<file path="src/rtl/optx_pkg.sv">
package optx_pkg;

  typedef enum logic [1:0] {
    TXSRC_UART = 2'd0,
    TXSRC_GPO  = 2'd1,
    TXSRC_WH   = 2'd2,
    TXSRC_VARH = 2'd3
  } tx_src_e;

  typedef enum logic [1:0] {
    DUTY_1_16 = 2'd0,
    DUTY_1_2  = 2'd1,
    DUTY_1_4  = 2'd2,
    DUTY_1_8  = 2'd3
  } duty_e;

  // Nearest whole number of clocks per carrier period.
  function automatic int unsigned carrier_period(input int unsigned clk_hz,
                                                 input int unsigned car_hz);
    return (clk_hz + car_hz / 2) / car_hz;
  endfunction

endpackage

</file>
<file path="src/rtl/optx_carrier.sv">
module optx_carrier
  import optx_pkg::*;
#(
  parameter int unsigned PERIOD = 3289
) (
  input  logic       clk,
  input  logic       rst,
  input  logic [1:0] duty_sel,
  output logic       car_low
);

  localparam int unsigned CW = (PERIOD > 2) ? $clog2(PERIOD) : 1;
  localparam logic [CW-1:0] LAST  = CW'(PERIOD - 1);
  localparam logic [CW-1:0] LOW2  = CW'(PERIOD >> 1);
  localparam logic [CW-1:0] LOW4  = CW'(PERIOD >> 2);
  localparam logic [CW-1:0] LOW8  = CW'(PERIOD >> 3);
  localparam logic [CW-1:0] LOW16 = CW'(PERIOD >> 4);

  logic [CW-1:0] cnt_q;
  logic [CW-1:0] low_len;

  always_ff @(posedge clk) begin
    if (rst)               cnt_q <= '0;
    else if (cnt_q == LAST) cnt_q <= '0;
    else                   cnt_q <= cnt_q + 1'b1;
  end

  always_comb begin
    unique case (duty_e'(duty_sel))
      DUTY_1_2:  low_len = LOW2;
      DUTY_1_4:  low_len = LOW4;
      DUTY_1_8:  low_len = LOW8;
      default:   low_len = LOW16;
    endcase
  end

  assign car_low = (cnt_q < low_len);

  p_cnt_wrap_r3: assert property (@(posedge clk) disable iff (rst)
    cnt_q == LAST |=> cnt_q == '0);

  p_cnt_step_r3: assert property (@(posedge clk) disable iff (rst)
    cnt_q != LAST |=> cnt_q == $past(cnt_q) + 1'b1);

  p_cnt_range_r3: assert property (@(posedge clk) disable iff (rst)
    cnt_q <= LAST);

  p_low_at_start_r4: assert property (@(posedge clk) disable iff (rst)
    cnt_q == '0 |-> car_low);

endmodule

</file>
<file path="src/rtl/optx_tx_path.sv">
module optx_tx_path
  import optx_pkg::*;
(
  input  logic       clk,
  input  logic       rst,
  input  logic [1:0] tx_sel,
  input  logic       tx_inv,
  input  logic       mod_en,
  input  logic       brownout,
  input  logic [3:0] src,
  input  logic       car_low,
  output logic       tx_pin
);

  logic sel_raw;
  logic data_lvl;
  logic gate_on;
  logic tx_d;
  logic tx_q;

  always_comb begin
    unique case (tx_src_e'(tx_sel))
      TXSRC_UART: sel_raw = src[0];
      TXSRC_GPO:  sel_raw = src[1];
      TXSRC_WH:   sel_raw = src[2];
      default:    sel_raw = src[3];
    endcase
  end

  // Polarity first, so the active-low test sees the post-inversion level.
  assign data_lvl = sel_raw ^ tx_inv;
  assign gate_on  = mod_en & ~brownout & ~data_lvl;
  assign tx_d     = gate_on ? ~car_low : data_lvl;

  always_ff @(posedge clk) begin
    if (rst) tx_q <= 1'b1;
    else     tx_q <= tx_d;
  end

  assign tx_pin = tx_q;

  p_idle_no_carrier_r5: assert property (@(posedge clk) disable iff (rst)
    (mod_en && data_lvl) |=> tx_pin);

  p_brownout_plain_r6: assert property (@(posedge clk) disable iff (rst)
    brownout |=> tx_pin == $past(data_lvl));

  p_plain_follow_r1: assert property (@(posedge clk) disable iff (rst)
    !mod_en |=> tx_pin == $past(data_lvl));

endmodule

</file>
<file path="src/rtl/optx_rx_path.sv">
module optx_rx_path #(
  parameter int unsigned SYNC_STAGES = 2
) (
  input  logic clk,
  input  logic rst,
  input  logic rx_pin,
  input  logic rx_inv,
  input  logic rx_dis,
  output logic uart_rxd,
  output logic gpi_bit
);

  logic [SYNC_STAGES-1:0] sync_q;
  logic                   rx_s;
  logic                   urx_q;
  logic                   gpi_q;

  generate
    if (SYNC_STAGES == 1) begin : g_one
      always_ff @(posedge clk) begin
        if (rst) sync_q <= '1;
        else     sync_q <= rx_pin;
      end
    end else begin : g_chain
      always_ff @(posedge clk) begin
        if (rst) sync_q <= '1;
        else     sync_q <= {sync_q[SYNC_STAGES-2:0], rx_pin};
      end
    end
  endgenerate

  assign rx_s = sync_q[SYNC_STAGES-1];

  always_ff @(posedge clk) begin
    if (rst) begin
      urx_q <= 1'b1;
      gpi_q <= 1'b0;
    end else if (rx_dis) begin
      urx_q <= 1'b1;
      gpi_q <= rx_s;
    end else begin
      urx_q <= rx_s ^ rx_inv;
      gpi_q <= 1'b0;
    end
  end

  assign uart_rxd = urx_q;
  assign gpi_bit  = gpi_q;

  p_rx_dis_idle_r8: assert property (@(posedge clk) disable iff (rst)
    rx_dis |=> uart_rxd);

  p_gpi_quiet_r7: assert property (@(posedge clk) disable iff (rst)
    !rx_dis |=> !gpi_bit);

endmodule

</file>
<file path="src/rtl/optx_port.sv">
module optx_port
  import optx_pkg::*;
#(
  parameter int unsigned CLK_HZ      = 125_000_000,
  parameter int unsigned CARRIER_HZ  = 38_000,
  parameter int unsigned SYNC_STAGES = 2
) (
  input  logic       clk,
  input  logic       rst,
  input  logic [1:0] tx_sel,
  input  logic       tx_inv,
  input  logic       mod_en,
  input  logic [1:0] duty_sel,
  input  logic       brownout,
  input  logic       uart_txd,
  input  logic       gpo_bit,
  input  logic       wh_pulse,
  input  logic       varh_pulse,
  output logic       tx_pin,
  input  logic       rx_pin,
  input  logic       rx_inv,
  input  logic       rx_dis,
  output logic       uart_rxd,
  output logic       gpi_bit
);

  localparam int unsigned PERIOD = carrier_period(CLK_HZ, CARRIER_HZ);

  logic       car_low;
  logic [3:0] src;

  assign src = {varh_pulse, wh_pulse, gpo_bit, uart_txd};

  optx_carrier #(.PERIOD(PERIOD)) u_carrier (
    .clk      (clk),
    .rst      (rst),
    .duty_sel (duty_sel),
    .car_low  (car_low)
  );

  optx_tx_path u_tx (
    .clk      (clk),
    .rst      (rst),
    .tx_sel   (tx_sel),
    .tx_inv   (tx_inv),
    .mod_en   (mod_en),
    .brownout (brownout),
    .src      (src),
    .car_low  (car_low),
    .tx_pin   (tx_pin)
  );

  optx_rx_path #(.SYNC_STAGES(SYNC_STAGES)) u_rx (
    .clk      (clk),
    .rst      (rst),
    .rx_pin   (rx_pin),
    .rx_inv   (rx_inv),
    .rx_dis   (rx_dis),
    .uart_rxd (uart_rxd),
    .gpi_bit  (gpi_bit)
  );

  p_reset_levels_r9: assert property (@(posedge clk)
    rst |=> (tx_pin && uart_rxd && !gpi_bit));

endmodule

</file>
<file path="config.mk">
export PLATFORM = sky130hd
export DESIGN_NAME = optx_port
export DESIGN_NICKNAME = d
export VERILOG_FILES = /design/src/rtl/optx_pkg.sv /design/src/rtl/optx_carrier.sv /design/src/rtl/optx_tx_path.sv /design/src/rtl/optx_rx_path.sv /design/src/rtl/optx_port.sv
export SDC_FILE = /design/constraint.sdc
export NUM_CORES = 1
export LEC_CHECK = 0
export BUFFER_PORTS_ARGS = -buffer_cell sky130_fd_sc_hd__buf_2
export CAP_MARGIN = 20
export CORE_MARGIN = 4
export CORE_UTILIZATION = 51
export CTS_BUF_LIST = sky130_fd_sc_hd__clkbuf_4
export DETAILED_ROUTE_END_ITERATION = 12
export PLACE_DENSITY_LB_ADDON = 0.12
export SLEW_MARGIN = 10
export SYNTH_ARGS = -nofsm -noshare
export SYNTH_HDL_FRONTEND = slang
export SYNTH_HIERARCHICAL = 1
export SYNTH_SLANG_ARGS = --single-unit
</file>
<file path="constraint.sdc">
create_clock -name clk -period 5 [get_ports clk]
set_clock_uncertainty 0.1 [all_clocks]
set_input_delay 1 -clock clk [delete_from_list [all_inputs] [get_ports clk]]
set_output_delay 1 -clock clk [all_outputs]
set_load 0.005 [all_outputs]
</file>
After elaboration in Yosys (flattened, before gate mapping)
Index checks and enable logic that the tools add are counted.
Storage, ports and cells
  bits in registers: 17
  input port bits: 16
  logic and storage cells: 28
Cells by class
  $add $sub $neg: 1
  order comparisons: 1
  bitwise operators: 8
  muxes and demuxes: 3
  equality and inequality tests: 6
  reductions and logical operators: 4
Operators by type and width (number)
  one-hot mux 11 bit (3 select lines): 1
  adder 12 x 1 -> 12 bit (second input constant): 1
  equality test 12 bit (second input constant): 1
  < comparator 12 x 11 -> 1 bit: 1
  equality test 2 bit (second input constant): 3
  OR reduction 2 bit: 3
  equality test 2 x 1 -> 1 bit (second input constant): 2
  inverter 1 bit: 4
  one-hot mux 1 bit (3 select lines): 1
  AND 1 bit: 2
  zero test 2 bit: 1
  bitwise XOR 1 bit: 2
  2-to-1 mux 1 bit: 1

Depth between registers and ports, before layout
Gate-level depths: netlist of the first run.
  word-level depth: 6
  gate-level depth with buffers: 9
  mapped depth without buffers: 9

Modules after synthesis
Netlist of the first run, hierarchy kept.
By module, submodules not included
  optx_carrier: cells each 94, area an instance 867.1 um2, sequential area each 240.2 um2, instances 1
  optx_rx_path: cells each 9, area an instance 116.4 um2, sequential area each 80.1 um2, instances 1
  optx_tx_path: cells each 5, area an instance 65.1 um2, sequential area each 20.0 um2, instances 1

Least setup slack after synthesis of the first run
Ideal clock, no wire load.
  path type: input -> register
  start point: input duty_sel[0]
  end point: register u_tx.tx_q, in the netlist u_tx/tx_pin
  stages on the path: 9
  data arrival time: 2.589 ns
  setup time: 0.127 ns
  slack: 2.184 ns
  path buffers: 0
  path through: inv_1 > ha_1 > ha_1 > a21o_1 > a211oi_1 > o21ai_0 > a21oi_1 > nor3b_1 > or3_1
On the way
  word-level cells in the longest chain between the ends: 5
  elaborated cells on any way between the ends: 7
  those cells by class: order compare (1); eq/ne (3); mux (2); bitwise (1)
Ends and longest elaborated chain
  start: declaration: RTL line optx_port.sv:13  | input logic [1:0] duty_sel,
  equality test 2 bit or equality test 2 x 1 -> 1 bit (tied branches): RTL line optx_carrier.sv:29  | unique case (duty_e'(duty_sel))
  one-hot mux 11 bit (3 select lines) *: RTL line optx_carrier.sv:29
  < comparator 12 x 11 -> 1 bit *: RTL line optx_carrier.sv:37  | assign car_low = (cnt_q < low_len);
  via car_low: RTL line optx_port.sv:29  | logic car_low;
  inverter 1 bit *: RTL line optx_tx_path.sv:33  | assign tx_d = gate_on ? ~car_low : data_lvl;
  2-to-1 mux 1 bit *: RTL line optx_tx_path.sv:33
  end signal: assignment: RTL line optx_tx_path.sv:37  | else tx_q <= tx_d;
  end: declaration: RTL line optx_tx_path.sv:19  | logic tx_q;
The timed path passes the listed nets; every way through them passes the cells marked *.
A chain may end at the register's enable or synchronous reset.

Worst setup path in the final report of the first run
Same ends and word-level chain as after synthesis.

==> flow_summary.toml, run 1 <==
[run_status]
status = "finished clean"

[synth]
synth_area_per_cell_sq_um = 9.708
synth.distinct_cells = 30
yosys_most_used_dff = "dfxtp_1"
ys_warn_count = 6
synth-seq-cells = 17
synthCells = 108
yosysSeqAreaShare = 0.3246
synthArstFlopShare = 0
synth_edf_count = 0
syn_area_sq_um = 1049
synthesis.nets = 139

[route]
ant_nets = 0
dr.pass1.iters = 2
vias = 789
wl_microns = 1844
drc = 0
wl_per_cell_microns = 11.82
drt-vias-per-instance = 5.058
drtIter0Drc = 3

[critical_path]
worstSetupStartpointType = "input pin"
critical_path_class = "input pin to register"
cp.arrival_ns = 2.84
path_common_cell = "ha_1"
crit_path_end_kind = "register"
max_stage_delay_ns = 0.34
crit_path_top_delay_cell = "ha_1"
cp_cell_sequence = "buf_2 -> inv_1 -> ha_1 -> ha_1 -> a21o_1 -> a211oi_1 -> o21ai_0 -> a21oi_1 -> nor3b_1 -> or3_1"
path_max_fanout = 4
worst-endpoint-required_ns = 5.07

[clocking]
clkTransAtPathRegs_ns = 0.10
ctsResizeCount = 0
cts.path.max_buffers = 2
holdBufCountCts = 0
numClockSinks = 17
cts_max_level = 1
cts_buffers = 3
cts_setup_buffers = 0
cts_root_buffer = "clkbuf_4"
insertion_delay_ns = 0.28
cts_tree = "yes"

[place]
globalplace.congestion = 0.7964
dp_hpwl_microns = 1467
dp_slack_ns = 1.930
io_buffers = 18

[final_layout]
multiInputGateArea_sq_um = 663.1
antenna_cells = 0
nFillCells = 191
drive_gt1_frac = 0.3256
regArea_sq_um = 340.3
area_growth_pct = 13.37
nets = 161

[die]
ios = 19
rows = 16
die-area_sq_um = 2845
die_w_microns = 53.34
core_sq_um = 1962
die_h_microns = 53.34
initial_core_util = 0.5344

[min_path]
min_path_type = "register to register"

[sta]
setup_viol_count_final = 0
fmax_mhz = 361.8
max-slew-margin-rel = 0.7920
finalSetupTns_ns = 0
fin_crit_ns = 2.764
rsz0062_at_grt = "false"
fin_hold_ws_ns = 0.3176
fin_ws_ns = 2.236
fin_crit_sh = 0.5529
drv_slew = 0
tightest_slew_ns = 0.3120
hold_viol_final = 0

[pwr]
powerDensity_nw_per_um2 = 210.3
leakage_nw = 0.5381
ir_drop_mv = 0.1712
totalPowerFinal_mw = 0.2499

[grt]
grt_pass1_vias = 770
grt_overflow = 0
grt_max_degree = 13
grtUsageTotal = 0.1531
antenna_found_initial = 0
grt_pass1_wl_microns = 3208

[job]
drv_cap = 0
[where the power goes]
part	switching, mW	internal (mW)
registers	0.00432	0.140
clock network	0.0419	0.0296
logic	0.0166	0.0176
[layout by cell type, fill, tap and decap left out, types with 2 or more instances in the layout]
master    instances
or2_2             2
xor2_1            3
a21oi_1           4
clkbuf_4          3
nor2_1            4
nand2_1           4
o21ai_0           3
a21o_1            3
inv_1             8
nand3_1           4
ha_1             15
or3_1             3
buf_2            18
nor3_1            5
nor2_2           10
xnor2_1           8
dfxtp_1          17
[synthesized netlist by cell type (2+ instances only)]
master,n,area [sq um]
a21o_1,3,22.52
a21oi_1,4,20.02
dfxtp_1,17,340.3
ha_1,15,187.7
inv_1,8,30.03
nand2_1,4,15.01
nand3_1,4,20.02
nor2_1,4,15.01
nor2_2,10,62.56
nor3_1,5,25.02
o21ai_0,3,15.01
or2_2,2,12.51
or3_1,3,18.77
xnor2_1,8,70.07
xor2_1,3,26.28
[cell type report]
type / count / area share
multi-input combinational: 81 / 0.5579
tap: 27 / 0.02842
sequential: 17 / 0.2863
clock inverter: 1 / 0.004211
timing repair buffer: 18 / 0.07579
inverter: 9 / 0.02842
clock buffer: 3 / 0.01895
[metrics by stage]
step,instances,utilization,area [sq um]
final,156,0.6059,1189
after detailed placement,152,0.5918,1161
after floorplan,108,-,1049
after global placement,152,0.5918,1161
after CTS,156,0.6059,1189
after global routing,156,0.6059,1189
[final timing paths]
path / cells after the start / endpoint / slack (ns) / from
max reg2reg: 7 / u_tx/tx_pin$_SDFF_PP1_ / 3.02 / u_carrier/cnt_q[2]$_SDFF_PP0_
max: 10 / u_tx/tx_pin$_SDFF_PP1_ / 2.24 / duty_sel[0]
min: 1 / u_rx/sync_q[1]$_SDFF_PP1_ / 0.32 / u_rx/sync_q[0]$_SDFF_PP1_
min reg2reg: 1 / u_rx/sync_q[1]$_SDFF_PP1_ / 0.32 / u_rx/sync_q[0]$_SDFF_PP1_
[logic make-up after synthesis]
| kind of cell | Yosys count | synth area share |
|---|---|---|
| simple gates | 41 | 0.2613 |
| flops | 17 | 0.3246 |
| fa+ha+maj | 15 | 0.1790 |
| compound gates | 13 | 0.07876 |
| xor+xnor | 11 | 0.09189 |
| buf+inv | 10 | 0.04296 |
| mux | 1 | 0.02148 |
[flip-flops by register name, summed over array words and instances, names as in the netlist]
register,cells
u_rx/gpi_bit,1
u_rx/sync_q,2
u_tx/tx_pin,1
u_rx/uart_rxd,1
u_carrier/cnt_q,12
[critical path, delay by kind of cell]
kind	cells	cell delay [ns]
fa+ha+maj	2	0.65
compound gates	4	0.64
simple gates	2	0.39
buf+inv	2	0.14
[layer usage]
layer | share of wire | global-route usage
met1 | 0.50 | 0.1919
met2 | 0.44 | 0.2612
met3 | 0.056 | 0.03380
met4 | 0 | 0.03830
met5 | 0 | 0
No activity file was read; power rests on OpenSTA's default activity.
==> run 2, diff against run 1 <==
ABC_AREA = 1   (was not set)
clock period = 2.5 ns   (was 5 ns; I/O delays follow)
==> flow_summary.toml, run 2 <==
[pwr]
totalPowerFinal_mw = 0.5025
ir_drop_mv = 0.3965
leakage_nw = 0.6817
powerDensity_nw_per_um2 = 390.7

[die]
core_sq_um = 2042
die_w_microns = 55.33
die_h_microns = 55.33
rows = 16
ios = 19
initial_core_util = 0.5594
die-area_sq_um = 3061

[clocking]
insertion_delay_ns = 0.29
holdBufCountCts = 0
cts_setup_buffers = 0
numClockSinks = 17
cts_buffers = 3
cts_root_buffer = "clkbuf_4"
clkTransAtPathRegs_ns = 0.09
ctsResizeCount = 0
cts_tree = "yes"
cts_max_level = 1
cts.path.max_buffers = 2

[place]
io_buffers = 18
globalplace.congestion = 0.8830
placed_area_sq_um = 1259
dp.cells = 212
dp_slack_ns = 0.1682
dp_hpwl_microns = 1946

[grt]
grt_pass1_vias = 1013
grt_overflow = 0
grt_max_degree = 12
grt_pass1_wl_microns = 4022
grtUsageTotal = 0.1590
antenna_found_initial = 0

[critical_path]
cp_cell_sequence = "buf_2 -> inv_1 -> ha_1 -> inv_1 -> ha_1 -> a21oi_1 -> nand2_1 -> nand2_1 -> nand2_1 -> a21oi_1 -> inv_1 -> nand2_1 -> o21bai_1 -> inv_1 -> nand3_1"
critical_path_class = "input pin to register"
crit_path_top_delay_cell = "ha_1"
cp.arrival_ns = 2.10
path_max_fanout = 4
rrSetupSlack_ns = 0.83
max_stage_delay_ns = 0.34
worst-endpoint-required_ns = 2.58
worstSetupStartpointType = "input pin"
crit_path_end_kind = "register"

[sta]
tightest_slew_ns = 0.4260
max-slew-margin-rel = 0.7153
fin_crit_ns = 2.021
fin_crit_sh = 0.8086
fmax_mhz = 494.7
hold_viol_final = 0
finalSetupTns_ns = 0
rsz0062_at_grt = "false"
setup_viol_count_final = 0
fin_ws_ns = 0.4786
drv_slew = 0

[route]
wl_microns = 2303
wl_per_cell_microns = 10.66
drtIter0Drc = 20
ant_nets = 0
dr.pass1.iters = 4
vias = 1059
drt-vias-per-instance = 4.903
drc = 0

[synth]
yosysSeqAreaShare = 0.2979
synthMostInstantiatedCell = "nand2_1"
yosys_most_used_dff = "dfxtp_1"
synth_commonest_cells = "45 x nand2_1, 30 x inv_1, 20 x nor2_1"
synth_edf_count = 0
synth.area.top_cells = "dfxtp_1 30%, ha_1 16%, nand2_1 15%"
synth.distinct_cells = 23
ys_warn_count = 6
synthArstFlopShare = 0
synth-seq-cells = 17
syn_area_sq_um = 1142
synthCells = 168
synth_area_per_cell_sq_um = 6.800
synthesis.nets = 199
synthDominantCellAreaShare = 0.2979
yosys.area.top_type = "dfxtp_1"

[final_layout]
stdcell_area_sq_um = 1286
drive_gt1_frac = 0.1587
reg_top3 = "u_carrier/cnt_q (12), u_rx/sync_q (2)"
final_cell_mix = "45 x nand2_1, 30 x inv_1, 20 x nor2_1, 18 x buf_2, 17 x dfxtp_1"
top_register = "u_carrier/cnt_q"
mostFrequentLayoutCell = "nand2_1"
largest_reg_flops = 12
area_growth_pct = 12.60
final_cells = 216
nets = 221
antenna_cells = 0

[min_path]
min_path_type = "input pin to register"

[run_status]
status = "finished clean"

[job]
drv_cap = 0
-- run 2: cell count changes after synthesis, moves of 3 or more --
| cell | before | now |
|---|---|---|
| nand2_1 | 4 | 45 |
| inv_1 | 8 | 30 |
| nor2_1 | 4 | 20 |
| nor2_2 | 10 | 1 |
| nand3_1 | 4 | 11 |
| xnor2_1 | 8 | 1 |
| a21o_1 | 3 | 0 |
| nand2_2 | 0 | 3 |
| o21ai_0 | 3 | 0 |
| or3_1 | 3 | 0 |
-- run 2: per-layer routing --
layer | part of all wire | global-route usage
met1 | 0.43 | 0.1674
met2 | 0.51 | 0.3041
met3 | 0.045 | 0.03963
met4 | 0.014 | 0.04861
met5 | 0 | 0
-- run 2: metrics by stage --
stage | hold WS [ns] | utilization
2_1_floorplan | 0.2832 | -
3_3_place_gp | 0.2985 | 0.6164
6_report | 0.2926 | 0.6299
4_1_cts | 0.2848 | 0.6299
3_5_place_dp | 0.2965 | 0.6164
5_1_grt | 0.3039 | 0.6299
-- run 2: cell type report --
class / instances / area (sq um)
Inverter: 30 / 112.6
Clock inverter: 1 / 5.005
Sequential cell: 17 / 340.3
Multi-Input combinational cell: 120 / 681.9
Tap cell: 27 / 33.78
Clock buffer: 3 / 22.52
Fill cell: 225 / 755.7
Timing Repair Buffer: 18 / 90.09
-- run 2: report_power, final --
part	switching, mW	internal, mW
Sequential	0.00699	0.279
Clock	0.0823	0.0594
Combinational	0.0419	0.0326
-- run 2: worst paths after layout --
kind	from	end	cells past startpoint
worst max-delay path	duty_sel[0]	u_tx/tx_pin$_SDFF_PP1_	15
worst min-delay path	rx_pin	u_rx/sync_q[0]$_SDFF_PP1_	2
worst max register to register	u_carrier/cnt_q[7]$_SDFF_PP0_	u_tx/tx_pin$_SDFF_PP1_	11
worst min register to register	u_rx/sync_q[0]$_SDFF_PP1_	u_rx/sync_q[1]$_SDFF_PP1_	1
-- run 2: cells by family (layout without fill, tap and decap cells) --
logic type | Yosys count | after routing | synth area share
buffers and inverters | 31 | 52 | 0.1052
AND/OR/NAND/NOR | 93 | 93 | 0.3647
adder cells (fa/ha/maj) | 15 | 15 | 0.1643
flip-flops | 17 | 17 | 0.2979
AO/OA/AOI/OAI | 9 | 9 | 0.04491
XOR/XNOR | 3 | 3 | 0.02301
-- run 2: worst max-delay path: cells and delay by family --
family	cells	cell delay (ns)
AOI/OAI and AO/OA	3	0.34
adders and majority gates	2	0.64
buffers and inverters	5	0.34
and+or+nand+nor	5	0.28
